[config.mk]
export PLATFORM = sky130hd
export DESIGN_NAME = mseq_core
export DESIGN_NICKNAME = d
export VERILOG_FILES = /design/src/rtl/mseq_pkg.sv /design/src/rtl/mseq_xlat.sv /design/src/rtl/mseq_flags.sv /design/src/rtl/mseq_lc.sv /design/src/rtl/mseq_core.sv
export SDC_FILE = /design/constraint.sdc
export NUM_CORES = 1
export LEC_CHECK = 0
export CELL_PAD_IN_SITES_DETAIL_PLACEMENT = 1
export CELL_PAD_IN_SITES_GLOBAL_PLACEMENT = 1
export CORE_MARGIN = 1.5
export CORE_UTILIZATION = 30
export CTS_CLUSTER_DIAMETER = 60
export DETAILED_ROUTE_END_ITERATION = 16
export GPL_TIMING_DRIVEN = 0
export PLACE_DENSITY = 0.82
export SLEW_MARGIN = 30
export SYNTH_ARGS = -nofsm -noshare
export SYNTH_HDL_FRONTEND = slang
export SYNTH_HIERARCHICAL = 1
export SYNTH_SLANG_ARGS = --single-unit
export TNS_END_PERCENT = 10
[constraint.sdc]
create_clock -name clk -period 2.4 [get_ports clk]
set_input_delay 0.36 -clock clk [delete_from_list [all_inputs] [get_ports clk]]
set_output_delay 0.36 -clock clk [all_outputs]
set_load 0.02 [all_outputs]
[src/rtl/mseq_pkg.sv]
// Package: shared types and the default translation table.
// Assumes the default widths: 11-bit location, 16-bit instruction,
// 4 interrupt lines, 3 flags, 8 table entries.
package mseq_pkg;

    localparam int D_AW   = 11;
    localparam int D_IW   = 16;
    localparam int D_NIRQ = 4;
    localparam int D_NFLG = 3;
    localparam int D_NENT = 8;
    localparam int D_KW   = D_AW + D_IW + D_NIRQ + D_NFLG;

    // Source chosen for the next location
    typedef enum logic [1:0] {
        SRC_INC = 2'd0,
        SRC_JMP = 2'd1,
        SRC_RET = 2'd2,
        SRC_XLT = 2'd3
    } lc_src_e;

    // Assembles one key-shaped word from its four fields
    function automatic logic [D_KW-1:0] mk_key(
        input logic [D_AW-1:0]   loc,
        input logic [D_IW-1:0]   ins,
        input logic [D_NIRQ-1:0] irq,
        input logic [D_NFLG-1:0] flg);
        return {loc, ins, irq, flg};
    endfunction

    // Entry 0 sits in the lowest bits; lower index has higher priority
    localparam logic [D_NENT*D_KW-1:0] DEF_MASK = {
        mk_key(11'h7FF, 16'h8000, 4'h0, 3'h2),
        mk_key(11'h7FF, 16'hF000, 4'h0, 3'h0),
        mk_key(11'h7FF, 16'hF000, 4'h0, 3'h0),
        mk_key(11'h7FF, 16'h0000, 4'h0, 3'h1),
        mk_key(11'h7FF, 16'h0000, 4'h1, 3'h0),
        mk_key(11'h7FF, 16'h0000, 4'h2, 3'h0),
        mk_key(11'h7FF, 16'h0000, 4'h4, 3'h0),
        mk_key(11'h7FF, 16'h0000, 4'h8, 3'h0)
    };

    localparam logic [D_NENT*D_KW-1:0] DEF_VAL = {
        mk_key(11'h020, 16'h8000, 4'h0, 3'h2),
        mk_key(11'h020, 16'h2000, 4'h0, 3'h0),
        mk_key(11'h020, 16'h1000, 4'h0, 3'h0),
        mk_key(11'h010, 16'h0000, 4'h0, 3'h1),
        mk_key(11'h010, 16'h0000, 4'h1, 3'h0),
        mk_key(11'h010, 16'h0000, 4'h2, 3'h0),
        mk_key(11'h010, 16'h0000, 4'h4, 3'h0),
        mk_key(11'h010, 16'h0000, 4'h8, 3'h0)
    };

    localparam logic [D_NENT*D_AW-1:0] DEF_ADDR = {
        11'h300, 11'h200, 11'h100, 11'h740,
        11'h730, 11'h720, 11'h710, 11'h700
    };

endpackage

[src/rtl/mseq_xlat.sv]
// Module: translation stage. Forms the key from location, instruction,
// interrupts and flags, matches every entry in parallel and returns the
// address of the lowest-index hit.
// Assumes the tables hold NENT entries packed with entry 0 in the low bits.
module mseq_xlat #(
    parameter int AW   = 11,
    parameter int IW   = 16,
    parameter int NIRQ = 4,
    parameter int NFLG = 3,
    parameter int NENT = 8,
    localparam int KW  = AW + IW + NIRQ + NFLG,
    parameter logic [NENT*KW-1:0] TBL_MASK = '0,
    parameter logic [NENT*KW-1:0] TBL_VAL  = '0,
    parameter logic [NENT*AW-1:0] TBL_ADDR = '0
) (
    input  logic [AW-1:0]   loc_i,
    input  logic [IW-1:0]   instr_i,
    input  logic [NIRQ-1:0] irq_i,
    input  logic [NFLG-1:0] flags_i,
    output logic            hit_o,
    output logic [AW-1:0]   addr_o
);

    logic [KW-1:0]   key;
    logic [NENT-1:0] hit_vec;

    // Key layout: location high, then instruction, interrupts, flags
    assign key = {loc_i, instr_i, irq_i, flags_i};

    // One comparator per table entry
    for (genvar e = 0; e < NENT; e++) begin : g_ent
        assign hit_vec[e] = ((key & TBL_MASK[e*KW +: KW]) == TBL_VAL[e*KW +: KW]);
    end

    // Priority pick: scanning down lets the lowest index overwrite last
    always_comb begin
        hit_o  = |hit_vec;
        addr_o = '0;
        for (int e = NENT - 1; e >= 0; e--) begin
            if (hit_vec[e]) begin
                addr_o = TBL_ADDR[e*AW +: AW];
            end
        end
    end

endmodule

[src/rtl/mseq_flags.sv]
// Module: internal flag register. Each bit is set or cleared by the
// control word; set wins when both are asked for the same bit.
// Assumes synchronous active-low reset.
module mseq_flags #(
    parameter int NFLG = 3
) (
    input  logic            clk,
    input  logic            rst_n,
    input  logic [NFLG-1:0] set_i,
    input  logic [NFLG-1:0] clr_i,
    output logic [NFLG-1:0] flags_o
);

    // Clear first, then set, so set has the last word
    always_ff @(posedge clk) begin
        if (!rst_n) begin
            flags_o <= '0;
        end else begin
            flags_o <= (flags_o & ~clr_i) | set_i;
        end
    end

endmodule

[src/rtl/mseq_lc.sv]
// Module: location counter and single-level return register.
// Chooses one load source per cycle: translation, return, jump, increment.
// Assumes the translation request owns the cycle even on a miss.
module mseq_lc #(
    parameter int AW = 11
) (
    input  logic          clk,
    input  logic          rst_n,
    input  logic          jump_en_i,
    input  logic [AW-1:0] jump_addr_i,
    input  logic          save_i,
    input  logic          ret_i,
    input  logic          xlat_i,
    input  logic          xhit_i,
    input  logic [AW-1:0] xaddr_i,
    output logic [AW-1:0] lc_o
);
    import mseq_pkg::*;

    localparam logic [AW-1:0] LC_ONE = {{(AW-1){1'b0}}, 1'b1};

    lc_src_e       src;
    logic [AW-1:0] lc_inc;
    logic [AW-1:0] ret_q;
    logic [AW-1:0] lc_nxt;

    assign lc_inc = lc_o + LC_ONE;

    // Fixed-priority selection of the load source
    always_comb begin
        if (xlat_i && xhit_i) begin
            src = SRC_XLT;
        end else if (xlat_i) begin
            src = SRC_INC;
        end else if (ret_i) begin
            src = SRC_RET;
        end else if (jump_en_i) begin
            src = SRC_JMP;
        end else begin
            src = SRC_INC;
        end
    end

    // Mux of the chosen source onto the next location
    always_comb begin
        unique case (src)
            SRC_XLT: lc_nxt = xaddr_i;
            SRC_RET: lc_nxt = ret_q;
            SRC_JMP: lc_nxt = jump_addr_i;
            default: lc_nxt = lc_inc;
        endcase
    end

    // Location counter register
    always_ff @(posedge clk) begin
        if (!rst_n) begin
            lc_o <= '0;
        end else begin
            lc_o <= lc_nxt;
        end
    end

    // Return register keeps the location after the saving word
    always_ff @(posedge clk) begin
        if (!rst_n) begin
            ret_q <= '0;
        end else if (save_i) begin
            ret_q <= lc_inc;
        end
    end

endmodule

[src/rtl/mseq_core.sv]
// Module: microsequencer top. Ties the translation stage, flag register
// and location counter together; the output is the address now fetched.
// Assumes control bits are valid for the whole cycle of their word.
module mseq_core #(
    parameter int AW   = mseq_pkg::D_AW,
    parameter int IW   = mseq_pkg::D_IW,
    parameter int NIRQ = mseq_pkg::D_NIRQ,
    parameter int NFLG = mseq_pkg::D_NFLG,
    parameter int NENT = mseq_pkg::D_NENT,
    localparam int KW  = AW + IW + NIRQ + NFLG,
    parameter logic [NENT*KW-1:0] TBL_MASK = mseq_pkg::DEF_MASK,
    parameter logic [NENT*KW-1:0] TBL_VAL  = mseq_pkg::DEF_VAL,
    parameter logic [NENT*AW-1:0] TBL_ADDR = mseq_pkg::DEF_ADDR
) (
    input  logic            clk,
    input  logic            rst_n,
    input  logic            jump_en_i,
    input  logic [AW-1:0]   jump_addr_i,
    input  logic            call_save_i,
    input  logic            ret_load_i,
    input  logic            xlat_en_i,
    input  logic [NFLG-1:0] flag_set_i,
    input  logic [NFLG-1:0] flag_clr_i,
    input  logic [IW-1:0]   instr_i,
    input  logic [NIRQ-1:0] irq_i,
    output logic [AW-1:0]   uaddr_o,
    output logic [NFLG-1:0] flags_o
);

    logic          xl_hit;
    logic [AW-1:0] xl_addr;

    // Translation lookup on the registered location and flags
    mseq_xlat #(
        .AW(AW), .IW(IW), .NIRQ(NIRQ), .NFLG(NFLG), .NENT(NENT),
        .TBL_MASK(TBL_MASK), .TBL_VAL(TBL_VAL), .TBL_ADDR(TBL_ADDR)
    ) u_xlat (
        .loc_i   (uaddr_o),
        .instr_i (instr_i),
        .irq_i   (irq_i),
        .flags_i (flags_o),
        .hit_o   (xl_hit),
        .addr_o  (xl_addr)
    );

    // Flags written by the control word
    mseq_flags #(.NFLG(NFLG)) u_flags (
        .clk     (clk),
        .rst_n   (rst_n),
        .set_i   (flag_set_i),
        .clr_i   (flag_clr_i),
        .flags_o (flags_o)
    );

    // Counter and return register
    mseq_lc #(.AW(AW)) u_lc (
        .clk         (clk),
        .rst_n       (rst_n),
        .jump_en_i   (jump_en_i),
        .jump_addr_i (jump_addr_i),
        .save_i      (call_save_i),
        .ret_i       (ret_load_i),
        .xlat_i      (xlat_en_i),
        .xhit_i      (xl_hit),
        .xaddr_i     (xl_addr),
        .lc_o        (uaddr_o)
    );

endmodule

==> parameters.txt, run 1 <==
Parameter                              Value

Status
  Run status ... finished, final reports clean

Die
  I/O pin total ... 57
  Starting density of the core ... between 30% and 40%
  Area of the die ... approximately 5000 um2
  Core area ... 4414 um2
  Cell Rows ... 24
  Vert. Die Dim ... about 70 um
  Horizontal die dimension ... between 70 and 80 um

Power
  P per Cell Area ... 490.9 nW/um2
  Portion of total power attributed to combinational logic ... between 20% and 30%
  Power share of the clock group ... between 20% and 30%
  Internal portion of total power ... a little under 0.7 mW
  Share of total power in sequential cells ... 49.4%
  Net switching power ... 0.2720 mW
  Total design power ... about 0.96 mW
  Maximum VDD drop ... between 0.2 and 0.25 mV
  Leak Pwr ... 0.6896 nW
  Sw Ratio ... between 20 and 30%

Final layout
  Signed area change from the synthesized netlist to the final layout ... 40.79%
  Count of inserted antenna diode cells ... 0
  Cell Count, Final, Fillers Out ... 257
  Ratio of cells with drive above 1 in the final layout ... about 11%
  Final nets ... 250

GRT
  Total global-route track usage ... between 10% and 20%
  Vias in the first global route ... roughly 1300
  Pin count of the biggest net entering global routing ... 14
  Wire length of the first global-routing pass ... between 6 and 7 mm
  Grt total ovfl ... 0
  Antenna violations before repair ... 0

Min path
  Worst Min Path Start ... u_lc/ret_q[4]$_SDFFE_PN0P_
  HP Class ... register to register

Routing
  Routed wirelength normalized by instance count ... ~16 um
  Initial DRT Pass Iterations ... 5
  Total number of vias ... 1350
  Via-to-Cell Ratio ... between 5 and 6
  Post-route antenna net violation count ... 0
  Violation count after the first detailed-route iteration ... 119
  Residual DRC count ... 0
  Total routed wirelength ... between 4 and 5 mm

Worst setup path
  Kind of end point of the critical path ... register
  Setup crit start kind ... primary input
  Worst reg2reg startpoint ... u_lc/lc_o[5]$_SDFF_PN0_
  Most used cell along the critical path ... sky130_fd_sc_hd__nor2_1
  Sequence of cells on the critical path ... clkdlybuf4s50_1 -> nor2_1 -> nand2_1 -> o21ai_1 -> a21oi_1 -> and2_4 -> buf_6 -> a222oi_1 -> o21a_1 -> nor2_1
  Slowest stage delay, CP ... between 0.4 and 0.5 ns
  Crit path max fanout ... 10
  Arrival time at the worst endpoint ... 2.30 ns
  Worst path required time ... approximately 2.6 ns
  Worst path slowest cell ... sky130_fd_sc_hd__clkdlybuf4s50_1
  Critical path launch point ... irq_i[1]
  Worst Setup Path Type ... primary input to register

Clocking
  Count of hold buffers inserted by post-cts repair ... 0
  Number of gates resized after CTS ... 0
  Clock insertion delay at the later pin of the skew report ... about 0.26 ns
  CTS tree ... yes
  Root Driver ... sky130_fd_sc_hd__clkbuf_8
  H-tree depth reported by CTS ... 1
  Maximum count of clock buffers along a single path ... 2
  Count of buffers added by post-CTS timing repair for setup ... 0
  Number of buffers created by CTS ... 3
  Reg clk slew, reported paths ... roughly 0.090 ns
  Sink Count ... 25

Synthesis
  Count of yosys warnings during synthesis ... 6
  Library cell with the largest summed area after synthesis ... sky130_fd_sc_hd__dfxtp_1
  Sequential share of the synthesized area ... between 30 and 40%
  Register bit total from synthesis ... 25
  Library cells used by synthesis ... 38
  Cells taking the most area after synthesis ... sky130_fd_sc_hd__dfxtp_1 36%, sky130_fd_sc_hd__a222oi_1 7.9%, sky130_fd_sc_hd__xor2_1 5.1%
  Post-Syn Area ... around 1400 um2
  Average instance area after synthesis ... roughly 9 um2
  Yosys top cell area share ... a little over a third
  Cell count after synthesis ... 153

Timing
  Final worst clock skew ... 0.001679 ns
  Total negative slack ... 0 ns
  Fin crit period ... about 2.2 ns
  Highest Clock Rate ... 464.7 MHz
  Relative slew slack ... ~62%
  Unrepaired setup endpoints after global routing ... no
  Worst slew pin tran ... 0.5601 ns
  Period utilization ... between 80% and 90%
  Final setup violation count ... 0
  Final worst hold slack ... just under 0.5 ns
  Final Hold Violating Endpoints ... 0
  Count of pins over their slew limit ... 0

Placement
  Routability-driven placement congestion ratio ... a little over 0.8
  Number of placed instances, taps included ... 253
  Sum of net half-perimeters after detailed placement ... 2.987 mm
  Port Buf Inserts ... between 40 and 50

Run
  Max cap viols ... 0
[power by group through the flow]
| stage | sequential [mW] | combinational (mW) | clock (mW) |
|---|---|---|---|
| global placement | 0.483 | 0.229 | 0 |
| CTS | 0.474 | 0.234 | 0.260 |
| finish | 0.474 | 0.234 | 0.251 |
| global route | 0.479 | 0.253 | 0.272 |
| floorplan | 0.495 | 0.101 | 0 |
| detailed placement | 0.483 | 0.232 | 0 |
[layout by cell type, fill, tap and decap left out, types with 4 or more instances in the layout]
| master | count |
|---|---|
| sky130_fd_sc_hd__dfxtp_1 | 25 |
| sky130_fd_sc_hd__a21oi_1 | 13 |
| sky130_fd_sc_hd__o22ai_1 | 4 |
| sky130_fd_sc_hd__conb_1 | 5 |
| sky130_fd_sc_hd__a222oi_1 | 11 |
| sky130_fd_sc_hd__nor2_1 | 12 |
| sky130_fd_sc_hd__o21a_1 | 7 |
| sky130_fd_sc_hd__clkdlybuf4s50_1 | 44 |
| sky130_fd_sc_hd__o21ai_0 | 9 |
| sky130_fd_sc_hd__nor3_1 | 4 |
| sky130_fd_sc_hd__clkbuf_1 | 4 |
| sky130_fd_sc_hd__buf_4 | 6 |
| sky130_fd_sc_hd__xor2_1 | 8 |
| sky130_fd_sc_hd__nand3_1 | 4 |
| sky130_fd_sc_hd__nand2_1 | 7 |
| sky130_fd_sc_hd__a211oi_1 | 5 |
[area by class of cell]
| cell class | instances | area (um2) |
|---|---|---|
| timing repair buffer | 44 | 440.4 |
| clock buffer | 4 | 45.04 |
| tap | 52 | 65.06 |
| fill | 524 | 2462 |
| buffer | 11 | 72.57 |
| multi-input combinational | 118 | 817.0 |
| sequential | 25 | 500.5 |
| inverter | 3 | 11.26 |
[sequential cells by signal, summed over array words and instances (netlist names)]
register,count
u_flags/flags_o,3
u_lc/lc_o,11
u_lc/ret_q,11
[stage by stage]
stage,utilization [%],instance area (um2),setup slack (ns)
floorplan,-,1401,0.5586
global placement,43.20,1907,-0.03810
detailed placement,43.20,1907,-0.04313
CTS,44.22,1952,0.2475
global route,44.22,1952,0.03911
finish,44.22,1952,0.2481
[logic make-up (layout without fill, tap and decap cells)]
group	after synthesis	after routing	share of synthesized area, %
AOI/OAI and AO/OA	55	55	27.08
xor gates and xnor gates	9	9	5.686
adders and majority gates	1	1	0.9024
buffers and inverters	14	62	6.046
DFF	25	25	36.10
muxes	1	1	0.7221
other	1	5	0.2705
and+or+nand+nor	47	47	23.20
[metal layers]
layer / part of all wire, % / track usage (%) / vias to the layer above
met5: 0 / 0 / -
met3: 6.2 / 2.279 / 4
met2: 45 / 25.13 / 36
met4: 0.73 / 4.403 / 0
li1: - / - / 680
met1: 48 / 24.08 / 630
[worst paths after layout]
path / end / slack [ns] / depth (start not counted)
setup / recovery: u_lc/lc_o[4]$_SDFF_PN0_ / 0.25 / 10
hold / removal: u_lc/ret_q[4]$_SDFFE_PN0P_ / 0.49 / 2
setup reg to reg: u_lc/lc_o[9]$_SDFF_PN0_ / 0.33 / 8
hold reg to reg: u_lc/ret_q[4]$_SDFFE_PN0P_ / 0.49 / 2
[worst max-delay path: cells and delay by family]
family                 cells  cell delay (ns)
AOI/OAI and AO/OA          4             0.85
buffers and inverters      2             0.56
and+or+nand+nor            4             0.53
[cell usage after synthesis]
cell	count
sky130_fd_sc_hd__nor4b_2	1
sky130_fd_sc_hd__a31oi_1	1
sky130_fd_sc_hd__a222oi_1	11
sky130_fd_sc_hd__and4_1	3
sky130_fd_sc_hd__xnor2_1	1
sky130_fd_sc_hd__nor3b_2	1
sky130_fd_sc_hd__nor2_1	12
sky130_fd_sc_hd__ha_1	1
sky130_fd_sc_hd__inv_1	3
sky130_fd_sc_hd__a21o_1	2
sky130_fd_sc_hd__nand2_1	7
sky130_fd_sc_hd__xor2_1	8
sky130_fd_sc_hd__nor4b_4	1
sky130_fd_sc_hd__a21oi_1	13
sky130_fd_sc_hd__buf_6	1
sky130_fd_sc_hd__nand4_1	2
sky130_fd_sc_hd__and2_4	1
sky130_fd_sc_hd__a211oi_1	5
sky130_fd_sc_hd__and2_1	1
sky130_fd_sc_hd__o21a_1	7
sky130_fd_sc_hd__nand3_1	4
sky130_fd_sc_hd__dfxtp_1	25
sky130_fd_sc_hd__o21a_2	1
sky130_fd_sc_hd__o21ai_0	9
sky130_fd_sc_hd__mux2i_1	1
sky130_fd_sc_hd__buf_2	1
sky130_fd_sc_hd__nand2b_1	2
sky130_fd_sc_hd__conb_1	1
sky130_fd_sc_hd__o21ai_1	2
sky130_fd_sc_hd__nor4_2	2
sky130_fd_sc_hd__clkbuf_1	3
sky130_fd_sc_hd__nor2b_1	1
sky130_fd_sc_hd__o22ai_1	4
sky130_fd_sc_hd__nor3_1	4
sky130_fd_sc_hd__nand3_2	1
sky130_fd_sc_hd__nor3_2	1
sky130_fd_sc_hd__nor2b_4	3
sky130_fd_sc_hd__buf_4	6
Power figures use the tool's default switching activity.
==> run 2, diff against run 1 <==
- CORE_MARGIN: 1.5 -> 2
==> run 2 against run 1 <==
Against the previous run:
- critical path depth stayed put
- non-clock buffer count stayed put
- core utilization about the same
- clock power barely moved
- fmax shrank 2.2%
- wire length rose by 1.7%
- count of clock-buffer cells in the layout decreased by 1
- critical path type unchanged
- critical endpoint unchanged
- highest routed layer unchanged
==> parameters.txt, run 2 (synthesis gave the netlist of run 1 again) <==
Parameter                              Value

Power
  Leak Pwr ... 0.6923 nW (+0.40%)
  Total design power ... 0.9581 mW (about the same)
  Maximum VDD drop ... 0.2439 mV (+5.6%)
  P per Cell Area ... 490.5 nW/um2 (about the same)

Clocking
  Number of gates resized after CTS ... 0 (unchanged)
  Maximum count of clock buffers along a single path ... 2 (unchanged)
  Clock insertion delay at the later pin of the skew report ... 0.27 ns (about the same)
  CTS tree ... yes
  Reg clk slew, reported paths ... 0.09 ns (about the same)
  H-tree depth reported by CTS ... 1 (unchanged)
  Count of buffers added by post-CTS timing repair for setup ... 0 (unchanged)
  Count of hold buffers inserted by post-cts repair ... 0 (unchanged)
  Sink Count ... 25 (unchanged)
  Number of buffers created by CTS ... 3 (unchanged)
  Root Driver ... sky130_fd_sc_hd__clkbuf_8

Routing
  Violation count after the first detailed-route iteration ... 70 (-41%)
  Post-route antenna net violation count ... 0 (unchanged)
  Via-to-Cell Ratio ... 5.245 (-0.15%)
  Residual DRC count ... 0 (unchanged)
  Total number of vias ... 1348 (-0.15%)
  Routed wirelength normalized by instance count ... 16.28 um (+1.7%)
  Initial DRT Pass Iterations ... 4 (-1)
  Total routed wirelength ... 4.185 mm (+1.7%)

Final layout
  Ratio of cells with drive above 1 in the final layout ... 11.71% (+0.49 points)
  Signed area change from the synthesized netlist to the final layout ... 40.88% (about the same)
  Cell Count, Final, Fillers Out ... 257 (unchanged)
  Commonest non-fill, non-tap cell in the layout ... sky130_fd_sc_hd__clkdlybuf4s50_1
  Final nets ... 250 (unchanged)
  Most frequent cells in the layout ... 44 x sky130_fd_sc_hd__clkdlybuf4s50_1, 25 x sky130_fd_sc_hd__dfxtp_1, 13 x sky130_fd_sc_hd__a21oi_1, 12 x sky130_fd_sc_hd__nor2_1, 11 x sky130_fd_sc_hd__a222oi_1
  Share of the core filled with cells in the final layout ... 44.25% (about the same)
  Count of inserted antenna diode cells ... 0 (unchanged)
  Largest registers ranked by flip-flop count ... u_lc/lc_o (11), u_lc/ret_q (11), u_flags/flags_o (3)

Timing
  Final Hold Violating Endpoints ... 0 (unchanged)
  Total negative slack ... 0 ns (unchanged)
  Period utilization ... 91.72% (+2.1 points)
  Final worst clock skew ... 0.004756 ns (+0.003077 ns)
  Fin crit period ... 2.201 ns (+0.04940 ns)
  Final setup violation count ... 0 (unchanged)
  Relative slew slack ... 62.73% (+0.32 points)
  Count of pins over their slew limit ... 0 (unchanged)
  Worst slew pin tran ... 0.5553 ns (-0.004799 ns)
  Final worst hold slack ... 0.4986 ns (+0.005920 ns)
  Highest Clock Rate ... 454.3 MHz (-2.2%)
  Unrepaired setup endpoints after global routing ... no

Min path
  HP Class ... register to register

Worst setup path
  Worst path required time ... 2.55 ns (about the same)
  Setup crit start kind ... primary input
  Crit path max fanout ... 10 (unchanged)
  Kind of end point of the critical path ... register
  Arrival time at the worst endpoint ... 2.35 ns (+0.05 ns)
  Worst Setup Path Type ... primary input to register

Status
  Run status ... finished, final reports clean

GRT
  Total global-route track usage ... 16.43% (+0.068 points)
  Grt total ovfl ... 0 (unchanged)
  Wire length of the first global-routing pass ... 6.658 mm (+1.6%)
  Vias in the first global route ... 1373 (+5.9%)
  Antenna violations before repair ... 0 (unchanged)
  Pin count of the biggest net entering global routing ... 15 (+1)

Die
  Core area ... 4414 um2 (unchanged)
  Horizontal die dimension ... 71.98 um (+1.4%)
  Starting density of the core ... 31.41% (unchanged)
  I/O pin total ... 57 (unchanged)
  Area of the die ... 5181 um2 (+2.8%)
  Vert. Die Dim ... 71.98 um (+1.4%)
  Cell Rows ... 24 (unchanged)

Run
  Max cap viols ... 0 (unchanged)

Placement
  Sum of net half-perimeters after detailed placement ... 3.081 mm (+3.2%)
  Port Buf Inserts ... 44 (unchanged)
  Routability-driven placement congestion ratio ... 0.8039 (-2.6%)
  Number of placed instances, taps included ... 253 (unchanged)
## run 2: changes by cell type in the layout (fill, tap and decap cells not counted), sizes merged
| cell | previous run | this run |
|---|---|---|
| clkbuf | 7 | 6 |
| clkinv | 0 | 1 |
## run 2: through the flow
step | setup WS [ns] | area, um2
floorplan | 0.5586 | 1401
global placement | -0.04690 | 1907
detailed placement | -0.05940 | 1907
CTS | 0.2208 | 1953
global route | 0.03222 | 1953
finish | 0.1987 | 1953
## run 2: power breakdown
group          internal [mW]  leakage (nW)  switching [mW]
Clock                  0.116        0.0255           0.133
Combinational          0.125         0.461           0.110
Sequential             0.443         0.206          0.0315
Total                  0.684         0.692           0.274
## run 2: area by class of cell
| type | instances | area [um2] |
|---|---|---|
| timing repair buffer | 44 | 440.4 |
| inverter | 3 | 11.26 |
| clock buffer | 3 | 41.29 |
| buffer | 11 | 72.57 |
| clock inverter | 1 | 5.005 |
| tap | 52 | 65.06 |
| sequential | 25 | 500.5 |
| fill | 532 | 2461 |
| multi-input combinational | 118 | 817.0 |
## run 2: metal layers
metal	vias up	routed length, um	global-route usage [%]
met1	634	1899	22.25
met5	-	0	0
met3	2	247	1.528
met2	34	2023	28.40
met4	0	14	3.774
li1	678	-	-
## run 2: path summary, 6_finish.rpt
check                           cells past startpoint                        from                         end  slack [ns]
worst max-delay path                               10                    irq_i[1]     u_lc/lc_o[4]$_SDFF_PN0_        0.20
worst min register to register                      2  u_lc/ret_q[2]$_SDFFE_PN0P_  u_lc/ret_q[2]$_SDFFE_PN0P_        0.50
worst max register to register                      8     u_lc/lc_o[5]$_SDFF_PN0_     u_lc/lc_o[9]$_SDFF_PN0_        0.24
worst min-delay path                                2  u_lc/ret_q[2]$_SDFFE_PN0P_  u_lc/ret_q[2]$_SDFFE_PN0P_        0.50
## run 2: worst max-delay path, cell delays in order
cell	delay, ns
sky130_fd_sc_hd__clkdlybuf4s50_1	0.42
sky130_fd_sc_hd__nor2_1	0.23
sky130_fd_sc_hd__nand2_1	0.11
sky130_fd_sc_hd__o21ai_1	0.22
sky130_fd_sc_hd__a21oi_1	0.14
sky130_fd_sc_hd__and2_4	0.18
sky130_fd_sc_hd__buf_6	0.14
sky130_fd_sc_hd__a222oi_1	0.34
sky130_fd_sc_hd__o21a_1	0.17
sky130_fd_sc_hd__nor2_1	0.04
